## config.mk

```make
export PLATFORM = sky130hd
export DESIGN_NAME = dual_par_io
export DESIGN_NICKNAME = d
export VERILOG_FILES = /design/src/rtl/dpio_pkg.sv /design/src/rtl/dpio_edge.sv /design/src/rtl/dpio_port.sv /design/src/rtl/dual_par_io.sv
export SDC_FILE = /design/constraint.sdc
export NUM_CORES = 1
export LEC_CHECK = 0
export BUFFER_PORTS_ARGS = -buffer_cell sky130_fd_sc_hd__buf_2
export CAP_MARGIN = 20
export CORE_MARGIN = 5
export CORE_UTILIZATION = 47
export DETAILED_ROUTE_END_ITERATION = 16
export GPL_ROUTABILITY_DRIVEN = 0
export PLACE_DENSITY = 0.76
export SLEW_MARGIN = 20
export SYNTH_ARGS = -nofsm -noshare
export SYNTH_HDL_FRONTEND = slang
export SYNTH_SLANG_ARGS = --single-unit
export TNS_END_PERCENT = 30
```

## constraint.sdc

```tcl
create_clock -name clk -period 1.71 [get_ports clk]
set_input_delay 0.4275 -clock clk [delete_from_list [all_inputs] [get_ports clk]]
set_output_delay 0.4275 -clock clk [all_outputs]
set_load 0.1 [all_outputs]
```

## src/rtl/dpio_pkg.sv

```systemverilog
package dpio_pkg;
  localparam int CR_W       = 8;
  localparam int CR_F1      = 7;
  localparam int CR_F2      = 6;
  localparam int CR_L2_OUT  = 5;
  localparam int CR_L2_SEL  = 4;
  localparam int CR_L2_AUX  = 3;
  localparam int CR_DSEL    = 2;
  localparam int CR_E1_RISE = 1;
  localparam int CR_IE1     = 0;

  typedef enum logic [1:0] {
    L2_IN_FALL = 2'b00,
    L2_IN_RISE = 2'b01,
    L2_OUT_HS  = 2'b10,
    L2_OUT_LVL = 2'b11
  } l2_mode_e;

  typedef struct packed {
    logic wr_dir;
    logic wr_out;
    logic wr_ctrl;
    logic rd_data;
  } port_req_t;
endpackage

```

## src/rtl/dpio_edge.sv

```systemverilog
module dpio_edge #(
  parameter int STAGES = 2
) (
  input  logic clk,
  input  logic rst_n,
  input  logic din,
  output logic rise,
  output logic fall
);
  logic [STAGES-1:0] sync_q;
  logic              last_q;
  logic              cur;

  generate
    if (STAGES == 1) begin : g_single
      always_ff @(posedge clk or negedge rst_n) begin
        if (!rst_n) sync_q <= '0;
        else        sync_q <= din;
      end
    end else begin : g_chain
      always_ff @(posedge clk or negedge rst_n) begin
        if (!rst_n) sync_q <= '0;
        else        sync_q <= {sync_q[STAGES-2:0], din};
      end
    end
  endgenerate

  assign cur = sync_q[STAGES-1];

  always_ff @(posedge clk or negedge rst_n) begin
    if (!rst_n) last_q <= 1'b0;
    else        last_q <= cur;
  end

  assign rise = cur & ~last_q;
  assign fall = ~cur & last_q;
endmodule

```

## src/rtl/dpio_port.sv

```systemverilog
module dpio_port
  import dpio_pkg::*;
#(
  parameter int DW     = 8,
  parameter int STAGES = 2
) (
  input  logic            clk,
  input  logic            rst_n,
  input  port_req_t       req,
  input  logic [DW-1:0]   wdata,
  input  logic [DW-1:0]   pin_in,
  input  logic            line1,
  input  logic            line2_in,
  output logic [DW-1:0]   dir_q,
  output logic [DW-1:0]   out_q,
  output logic [CR_W-1:0] ctrl,
  output logic [DW-1:0]   data_rd,
  output logic            l2_out,
  output logic            l2_oe,
  output logic            irq
);
  logic [CR_W-3:0] cfg_q, cfg_d;
  logic [DW-1:0]   dir_d, out_d;
  logic            flag1_q, flag1_d;
  logic            flag2_q, flag2_d;
  logic            hs_q, hs_d;
  logic            l1_rise, l1_fall, l2_rise, l2_fall;
  logic            l1_hit, l2_hit;
  l2_mode_e        l2_mode;

  dpio_edge #(.STAGES(STAGES)) u_edge1 (
    .clk(clk), .rst_n(rst_n), .din(line1), .rise(l1_rise), .fall(l1_fall)
  );
  dpio_edge #(.STAGES(STAGES)) u_edge2 (
    .clk(clk), .rst_n(rst_n), .din(line2_in), .rise(l2_rise), .fall(l2_fall)
  );

  assign l2_mode = l2_mode_e'(cfg_q[CR_L2_OUT:CR_L2_SEL]);

  // next-state logic
  always_comb begin
    dir_d = req.wr_dir  ? wdata : dir_q;
    out_d = req.wr_out  ? wdata : out_q;
    cfg_d = req.wr_ctrl ? wdata[CR_W-3:0] : cfg_q;

    l1_hit = cfg_q[CR_E1_RISE] ? l1_rise : l1_fall;
    l2_hit = 1'b0;
    if (l2_mode == L2_IN_RISE) l2_hit = l2_rise;
    if (l2_mode == L2_IN_FALL) l2_hit = l2_fall;

    // an arriving edge wins over a clearing read
    if (l1_hit)           flag1_d = 1'b1;
    else if (req.rd_data) flag1_d = 1'b0;
    else                  flag1_d = flag1_q;

    if (cfg_q[CR_L2_OUT]) flag2_d = 1'b0;
    else if (l2_hit)      flag2_d = 1'b1;
    else if (req.rd_data) flag2_d = 1'b0;
    else                  flag2_d = flag2_q;

    if (req.wr_out)  hs_d = 1'b0;
    else if (l1_hit) hs_d = 1'b1;
    else             hs_d = hs_q;
  end

  // state registers
  always_ff @(posedge clk or negedge rst_n) begin
    if (!rst_n) begin
      dir_q   <= '0;
      out_q   <= '0;
      cfg_q   <= '0;
      flag1_q <= 1'b0;
      flag2_q <= 1'b0;
      hs_q    <= 1'b1;
    end else begin
      dir_q   <= dir_d;
      out_q   <= out_d;
      cfg_q   <= cfg_d;
      flag1_q <= flag1_d;
      flag2_q <= flag2_d;
      hs_q    <= hs_d;
    end
  end

  assign ctrl    = {flag1_q, flag2_q, cfg_q};
  assign data_rd = (pin_in & ~dir_q) | (out_q & dir_q);
  assign l2_oe   = cfg_q[CR_L2_OUT];
  assign l2_out  = (l2_mode == L2_OUT_LVL) ? cfg_q[CR_L2_AUX] : hs_q;
  assign irq     = (flag1_q & cfg_q[CR_IE1]) |
                   (flag2_q & cfg_q[CR_L2_AUX] & ~cfg_q[CR_L2_OUT]);
endmodule

```

## src/rtl/dual_par_io.sv

```systemverilog
module dual_par_io
  import dpio_pkg::*;
#(
  parameter int DW     = 8,
  parameter int STAGES = 2
) (
  input  logic          clk,
  input  logic          rst_n,
  input  logic          sel,
  input  logic          wr_en,
  input  logic [1:0]    rs,
  input  logic [DW-1:0] wdata,
  output logic [DW-1:0] rdata,
  input  logic [DW-1:0] a_pin_in,
  output logic [DW-1:0] a_pin_out,
  output logic [DW-1:0] a_pin_oe,
  input  logic          a_ctl1,
  input  logic          a_ctl2_in,
  output logic          a_ctl2_out,
  output logic          a_ctl2_oe,
  output logic          irq_a,
  input  logic [DW-1:0] b_pin_in,
  output logic [DW-1:0] b_pin_out,
  output logic [DW-1:0] b_pin_oe,
  input  logic          b_ctl1,
  input  logic          b_ctl2_in,
  output logic          b_ctl2_out,
  output logic          b_ctl2_oe,
  output logic          irq_b
);
  localparam int NPORT = 2;

  logic [DW-1:0]   pin_in_v [NPORT];
  logic [DW-1:0]   dir_vec  [NPORT];
  logic [DW-1:0]   out_vec  [NPORT];
  logic [DW-1:0]   drd_vec  [NPORT];
  logic [CR_W-1:0] ctrl_vec [NPORT];
  logic            l1_v     [NPORT];
  logic            l2i_v    [NPORT];
  logic            l2o_v    [NPORT];
  logic            l2e_v    [NPORT];
  logic            irq_v    [NPORT];
  port_req_t       req_v    [NPORT];
  logic            acc_wr, acc_rd;
  logic [DW-1:0]   rd_mux;

  assign acc_wr = sel & wr_en;
  assign acc_rd = sel & ~wr_en;

  assign pin_in_v[0] = a_pin_in;
  assign pin_in_v[1] = b_pin_in;
  assign l1_v[0]     = a_ctl1;
  assign l1_v[1]     = b_ctl1;
  assign l2i_v[0]    = a_ctl2_in;
  assign l2i_v[1]    = b_ctl2_in;

  generate
    for (genvar p = 0; p < NPORT; p++) begin : g_port
      logic hit, steer;
      assign hit   = (rs[1] == p[0]);
      assign steer = ctrl_vec[p][CR_DSEL];

      always_comb begin
        req_v[p].wr_dir  = acc_wr & hit & ~rs[0] & ~steer;
        req_v[p].wr_out  = acc_wr & hit & ~rs[0] &  steer;
        req_v[p].wr_ctrl = acc_wr & hit &  rs[0];
        req_v[p].rd_data = acc_rd & hit & ~rs[0] &  steer;
      end

      dpio_port #(.DW(DW), .STAGES(STAGES)) u_port (
        .clk      (clk),
        .rst_n    (rst_n),
        .req      (req_v[p]),
        .wdata    (wdata),
        .pin_in   (pin_in_v[p]),
        .line1    (l1_v[p]),
        .line2_in (l2i_v[p]),
        .dir_q    (dir_vec[p]),
        .out_q    (out_vec[p]),
        .ctrl     (ctrl_vec[p]),
        .data_rd  (drd_vec[p]),
        .l2_out   (l2o_v[p]),
        .l2_oe    (l2e_v[p]),
        .irq      (irq_v[p])
      );
    end
  endgenerate

  always_comb begin
    if (rs[0])                         rd_mux = DW'(ctrl_vec[rs[1]]);
    else if (ctrl_vec[rs[1]][CR_DSEL]) rd_mux = drd_vec[rs[1]];
    else                               rd_mux = dir_vec[rs[1]];
  end

  assign rdata = sel ? rd_mux : '0;

  assign a_pin_out  = out_vec[0];
  assign a_pin_oe   = dir_vec[0];
  assign a_ctl2_out = l2o_v[0];
  assign a_ctl2_oe  = l2e_v[0];
  assign irq_a      = irq_v[0];
  assign b_pin_out  = out_vec[1];
  assign b_pin_oe   = dir_vec[1];
  assign b_ctl2_out = l2o_v[1];
  assign b_ctl2_oe  = l2e_v[1];
  assign irq_b      = irq_v[1];
endmodule

```

==> impl_metrics.json, run 1 <==
{
  "status": "finished with violations",
  "failed_checks": "negative setup slack",
  "finalNetCount": 375,
  "fill_cells": 366,
  "yosys.area.top_type_share": 0.523,
  "synth_fp_nets": 247,
  "grt_overflow": 0,
  "grt_pass1_wl_microns": 13100,
  "power_frac_comb": 0.549,
  "placement_rows": 28,
  "rrSetupSlack_ns": 0.20,
  "clock_latency_ns": 0.34,
  "r2r_start": "g_port[1].u_port.cfg_q[2]",
  "syn2layout_area_growth_pct": 56.5,
  "cp_data_required_time_ns": 1.28,
  "io_pins": 80,
  "rr_worst_depth": 4,
  "min-delay-start": "a_ctl2_in",
  "register_area_sq_mm": 0.00160,
  "hold_path.class": "input port to flop",
  "detail-route-antenna-nets": 0,
  "yosys-top-cells-area": "dfrtp_1, mux2_2, mux2i_1",
  "synthCells": 213,
  "hold_ws_ns": 0.183,
  "cts_root_buf": "clkbuf_8",
  "synth.cell_area_sq_mm": 0.00287,
  "switching_share": 0.494,
  "sequentialPowerShare": 0.262,
  "die_y_microns": 88.2,
  "multi_input_area_sq_mm": 0.00147,
  "timing.fmax_mhz": 438,
  "layout_min_cycle_time_ns": 2.28,
  "cp_top_family": "flip-flops",
  "grt_max_degree": 34,
  "min_delay_worst_endpoint": "g_port[0].u_port.u_edge2.sync_q[0]",
  "rsz0062_at_grt": "yes",
  "worstHoldPathCells": 1,
  "p_total_mw": 8.36,
  "slowest_delay_ns": 0.48,
  "start_kind": "flop",
  "wl_per_cell_microns": 19.4,
  "ys_ff_latch": 62,
  "synth_top_cell_by_area": "dfrtp_1",
  "first_pass_iters": 7,
  "initial_core_util": 0.485,
  "grt_pass1_vias": 2543,
  "drc": 0,
  "cts_tree": "yes",
  "drtIter0Drc": 125,
  "clock-sinks": 62,
  "critPathMaxFanout": 2,
  "dieArea_sq_mm": 0.00777,
  "portBuffers": 79,
  "slowest_stage": "dfrtp_4",
  "worst_pin_slew_ns": 0.489,
  "finalHoldViolations": 0,
  "avgSynthCellArea_sq_um": 13.5,
  "place_ws_ns": -0.286,
  "setup.worst_path.class": "flop to output port",
  "numCtsBuffers": 9,
  "n_antenna_cell": 0,
  "fin_skew_ns": 0.00601,
  "fin_ws_ns": -0.572,
  "cts_buffer_depth": 2,
  "crit_arrival_ns": 1.85,
  "h-tree-depth": 3,
  "antenna_found_initial": 0,
  "cp.depth": 4,
  "synth_warnings": 0,
  "die_w_microns": 88.2,
  "final.setup.tns_ns": -2.88,
  "track_usage": 0.230,
  "core_area_sq_mm": 0.00592,
  "critPathBufInv": 1,
  "cap_violations": 0,
  "final_util": 0.759,
  "netSwitchingPower_mw": 4.12,
  "vias": 2327,
  "ys_seq_area_frac": 0.541,
  "setup_viol": 10,
  "cp-end-kind": "output port",
  "final_common_cell": "mux2_2",
  "drive_gt1_frac": 0.728,
  "ir_worst_vdd_uv": 1660,
  "reg2reg_to": "g_port[1].u_port.dir_q[4]",
  "period_share": 1.33,
  "drv_slew": 0,
  "path_clk_slew_ns": 0.07,
  "wl_microns": 8160,
  "vias_per_cell": 5.53,
  "power.density_mw_per_mm2": 1860,
  "p_int_mw": 4.23,
  "max_slew_margin": 0.676,
  "worstPathCellList": "mux2i_1 -> mux2_4 -> a2111oi_4 -> buf_12",
  "dp_hpwl_microns": 5960,
  "final_cell_mix": "mux2_2, buf_2, dfrtp_1",
  "synth.distinct_cells": 36,
  "clock_power_share": 0.189,
  "cts_setup_buffers": 0,
  "p_leak_nw": 2.01
}
[state kept, by name (all words and copies together) (netlist names)]
| signal | flops |
|---|---|
| g_port.u_port.u_edge2.sync_q | 4 |
| g_port.u_port.out_q | 16 |
| g_port.u_port.u_edge2.last_q | 2 |
| g_port.u_port.cfg_q | 12 |
| g_port.u_port.flag1_q | 2 |
| g_port.u_port.u_edge1.sync_q | 4 |
| g_port.u_port.hs_q | 2 |
| g_port.u_port.u_edge1.last_q | 2 |
| g_port.u_port.flag2_q | 2 |
| g_port.u_port.dir_q | 16 |
[repair_timing]
item                                    CTS  global route
endpoints found under the hold margin     2             0
gates resized for setup                  20            17
gates cloned                              0             0
hold buffers                              1             0
pin swaps                                 3             5
endpoints found under the setup margin   17            23
[kinds of logic (layout without fill, tap and decap cells)]
logic type | after synthesis | count (layout) | synth area share
flops | 62 | 62 | 0.541
simple gates | 31 | 31 | 0.0758
compound gates | 37 | 37 | 0.0898
buf+inv | 13 | 146 | 0.0227
mux | 70 | 70 | 0.271
[layer usage]
metal,wire (microns),global-route usage,up-vias
li1,-,-,1063
met2,4160,0.381,93
met5,0,0,-
met1,3170,0.283,1154
met4,171,0.0907,0
met3,659,0.0677,17
[Yosys cell counts]
master      n
a32o_1      2
or2_2       1
buf_2       3
clkbuf_1    1
mux2_2     61
buf_1       1
mux2i_1     9
o22a_1      1
a31oi_1     2
nor2b_1     2
buf_6       1
a31o_2      1
nand4b_1    1
nand3_1     1
nand2_2     1
o21ai_0     4
nor4b_4     1
buf_4       1
nand2_1     6
inv_1       5
nand3b_1    5
o22ai_1    14
o221ai_1    7
a2111oi_0   1
o21a_1      1
nand2b_1    6
nor2_2      1
a21o_1      1
nand4_1     1
clkbuf_2    1
nor2_1      3
nand4_2     1
a21oi_1     3
nor4_4      1
dfstp_2     2
dfrtp_1    60
[cell type report]
class                   count  area share
repair buffers            125       0.236
flip-flops and latches     62       0.357
multi-input cells         138       0.327
well taps                  75      0.0209
clock inverters             7      0.0273
inverters                   5     0.00418
clock buffers               9      0.0276
[stage by stage]
stage / std cells / area (sq um)
after global placement: 404 / 4110
after detailed placement: 404 / 4110
final: 421 / 4490
after CTS: 421 / 4450
after global routing: 421 / 4490
after floorplan: 213 / 3080
[how the worst max path moves through the flow]
stage / startpoint / to
finish: g_port[0].u_port.dir_q[2] / rdata[2]
global placement: rs[1] / rdata[6]
detailed placement: rs[1] / rdata[2]
floorplan: g_port[0].u_port.dir_q[2] / rdata[2]
global route: g_port[0].u_port.dir_q[2] / rdata[2]
CTS: g_port[0].u_port.dir_q[2] / rdata[2]
[power by group through the flow]
stage | clock network, mW | logic (mW) | registers [mW]
after global placement | 0 | 4.39 | 2.17
after floorplan | 0 | 1.29 | 4.17
after detailed placement | 0 | 4.43 | 2.20
after global routing | 1.67 | 4.75 | 2.24
after CTS | 1.60 | 4.54 | 2.18
final | 1.58 | 4.59 | 2.19
(Power assumes the default switching activity.)
==> run 2, diff against run 1 <==
Settings changed: RECOVER_POWER set to 50, SLEW_MARGIN 20 to 5, TNS_END_PERCENT 30 to 50.
==> run 2 against run 1 <==
  * The run ends with max-capacitance violations, negative setup slack left
  * First-iteration DRC count rose by 13%
  * Highest routed layer unchanged
  * Largest power group unchanged
  * Fmax is 2.5% higher
  * Register-to-register slack is essentially flat
  * Via count increased by 0.56%
  * Utilization up 2.5 points
  * Non-clock buffer count rose by 2
  * Sequential share of layout area is 0.21 points lower
  * Final area is 3.3% higher
  * Die area unchanged
  * Clock skew rose by 0.0021 ns
==> impl_metrics.json, run 2 (same netlist as run 1, synthesis figures left out) <==
{
  "first_pass_iters": 4,
  "failed_checks": "max-capacitance violations, negative setup slack",
  "drv_slew": 0,
  "clock_latency_ns": 0.34,
  "drtIter0Drc": 141,
  "critPathBufInv": 1,
  "cap_violations": 1,
  "grt_overflow": 0,
  "ir_worst_vdd_uv": 1520,
  "p_int_mw": 4.10,
  "netSwitchingPower_mw": 4.24,
  "sequentialPowerShare": 0.271,
  "cts_root_buf": "clkbuf_8",
  "final_util": 0.784,
  "syn2layout_area_growth_pct": 61.6,
  "die_y_microns": 88.2,
  "timing.fmax_mhz": 449,
  "worstHoldPathCells": 1,
  "finalNetCount": 377,
  "cts_tree": "yes",
  "core_area_sq_mm": 0.00592,
  "path_clk_slew_ns": 0.07,
  "initial_core_util": 0.485,
  "period_share": 1.30,
  "grt_max_degree": 63,
  "grt_pass1_vias": 2512,
  "r2r_start": "g_port[1].u_port.cfg_q[2]",
  "stdcell_count": 423,
  "power_frac_comb": 0.576,
  "h-tree-depth": 3,
  "worst_pin_slew_ns": 1.50,
  "rsz0062_at_grt": "yes",
  "vias_per_cell": 5.53,
  "io_pins": 80,
  "drive_gt1_frac": 0.761,
  "fin_skew_ns": 0.00816,
  "p_total_mw": 8.33,
  "numCtsBuffers": 9,
  "cp_data_required_time_ns": 1.28,
  "cts_buffer_depth": 2,
  "setup.worst_path.class": "flop to output port",
  "rrSetupSlack_ns": 0.20,
  "portBuffers": 79,
  "p_leak_nw": 2.01,
  "drc": 0,
  "reg_top3": "g_port.u_port.dir_q (16), g_port.u_port.out_q (16), g_port.u_port.cfg_q (12)",
  "detail-route-antenna-nets": 0,
  "slowest_stage": "dfrtp_4",
  "max_slew_margin": 0.00179,
  "final_cell_mix": "buf_2, buf_4, mux2_2",
  "switching_share": 0.508,
  "dp_hpwl_microns": 5980,
  "hold_path.class": "input port to flop",
  "min-delay-start": "a_ctl1",
  "track_usage": 0.231,
  "clock-sinks": 62,
  "slowest_delay_ns": 0.48,
  "wl_microns": 8260,
  "rr_worst_depth": 4,
  "vias": 2340,
  "n_antenna_cell": 0,
  "cp-end-kind": "output port",
  "reg2reg_to": "g_port[1].u_port.dir_q[6]",
  "clock_power_share": 0.153,
  "min_delay_worst_endpoint": "g_port[0].u_port.u_edge1.sync_q[0]",
  "placement_rows": 28,
  "dieArea_sq_mm": 0.00777,
  "cp.depth": 4,
  "critPathMaxFanout": 2,
  "wl_per_cell_microns": 19.5,
  "finalHoldViolations": 0,
  "cp_top_family": "flip-flops",
  "status": "finished with violations",
  "crit_arrival_ns": 1.80,
  "layout_min_cycle_time_ns": 2.23,
  "die_w_microns": 88.2,
  "worstPathCellList": "mux2i_1 -> mux2_4 -> a2111oi_4 -> buf_12",
  "antenna_found_initial": 0,
  "fin_ws_ns": -0.517,
  "grt_pass1_wl_microns": 13200,
  "start_kind": "flop",
  "setup_viol": 31,
  "dp_cells": 404,
  "power.density_mw_per_mm2": 1800
}
run 2: cell types whose count changed in the layout (fill, tap and decap cells not counted), moves of 7 or more:
| cell | previous run | this run |
|---|---|---|
| dfrtp_4 | 12 | 24 |
| dfrtp_1 | 44 | 34 |
| buf_4 | 41 | 49 |
| o221ai_2 | 7 | 0 |
| o221ai_4 | 0 | 7 |
run 2: what timing repair did:
action | 4_1_cts | 5_1_grt
hold buffers | 0 | 0
endpoints found under the setup margin | 24 | 17
gates resized for setup | 29 | 14
pin swaps | 12 | 9
setup buffers | 4 | 0
run 2: layout make-up:
type	count	area, sq um
flip-flops and latches	62	1650
inverters	5	18.8
well taps	75	93.8
fillers	322	1280
clock inverters	7	75.1
clock buffers	9	124
multi-input cells	138	1630
repair buffers	127	1050
run 2: worst max path at each step:
| stage | start | end |
|---|---|---|
| 4_1_cts | g_port[1].u_port.dir_q[2] | rdata[2] |
| 2_1_floorplan | g_port[0].u_port.dir_q[2] | rdata[2] |
| 3_5_place_dp | rs[1] | rdata[2] |
| 5_1_grt | g_port[1].u_port.dir_q[2] | rdata[2] |
| 3_3_place_gp | rs[1] | rdata[3] |
| 6_report | g_port[1].u_port.dir_q[2] | rdata[2] |
run 2: per-layer routing:
metal / vias to the layer above / global-route usage / wire [microns] / share of wire
met1: 1174 / 0.310 / 3360 / 0.41
met4: 0 / 0.0604 / 35 / 0.0042
li1: 1078 / - / - / -
met3: 4 / 0.0593 / 595 / 0.072
met5: - / 0 / 0 / 0
met2: 84 / 0.374 / 4270 / 0.52
run 2: through the flow:
step           hold slack [ns]  setup WS, ns  TNS (ns)  instance area [sq um]
2_1_floorplan            0.132        -0.989     -5.62                   3250
3_3_place_gp             0.333        -0.267     -4.66                   4260
3_5_place_dp             0.335        -0.305     -5.61                   4260
4_1_cts                 0.0868        -0.539     -3.07                   4620
5_1_grt                  0.166        -0.589    -14.21                   4640
6_report                 0.190        -0.517     -3.88                   4640
run 2: worst register-to-register path, cell delays in order (launching register included):
cell     delay (ns)
dfrtp_1        0.42
buf_4          0.17
nor4b_4        0.30
buf_12         0.18
mux2_2         0.33
run 2: power groups by stage:
| stage | Sequential [mW] | Clock, mW | Combinational (mW) |
|---|---|---|---|
| floorplan | 4.28 | 0 | 1.40 |
| global placement | 2.25 | 0 | 4.50 |
| detailed placement | 2.28 | 0 | 4.55 |
| CTS | 2.25 | 1.30 | 4.78 |
| global route | 2.31 | 1.37 | 4.96 |
| finish | 2.26 | 1.27 | 4.80 |
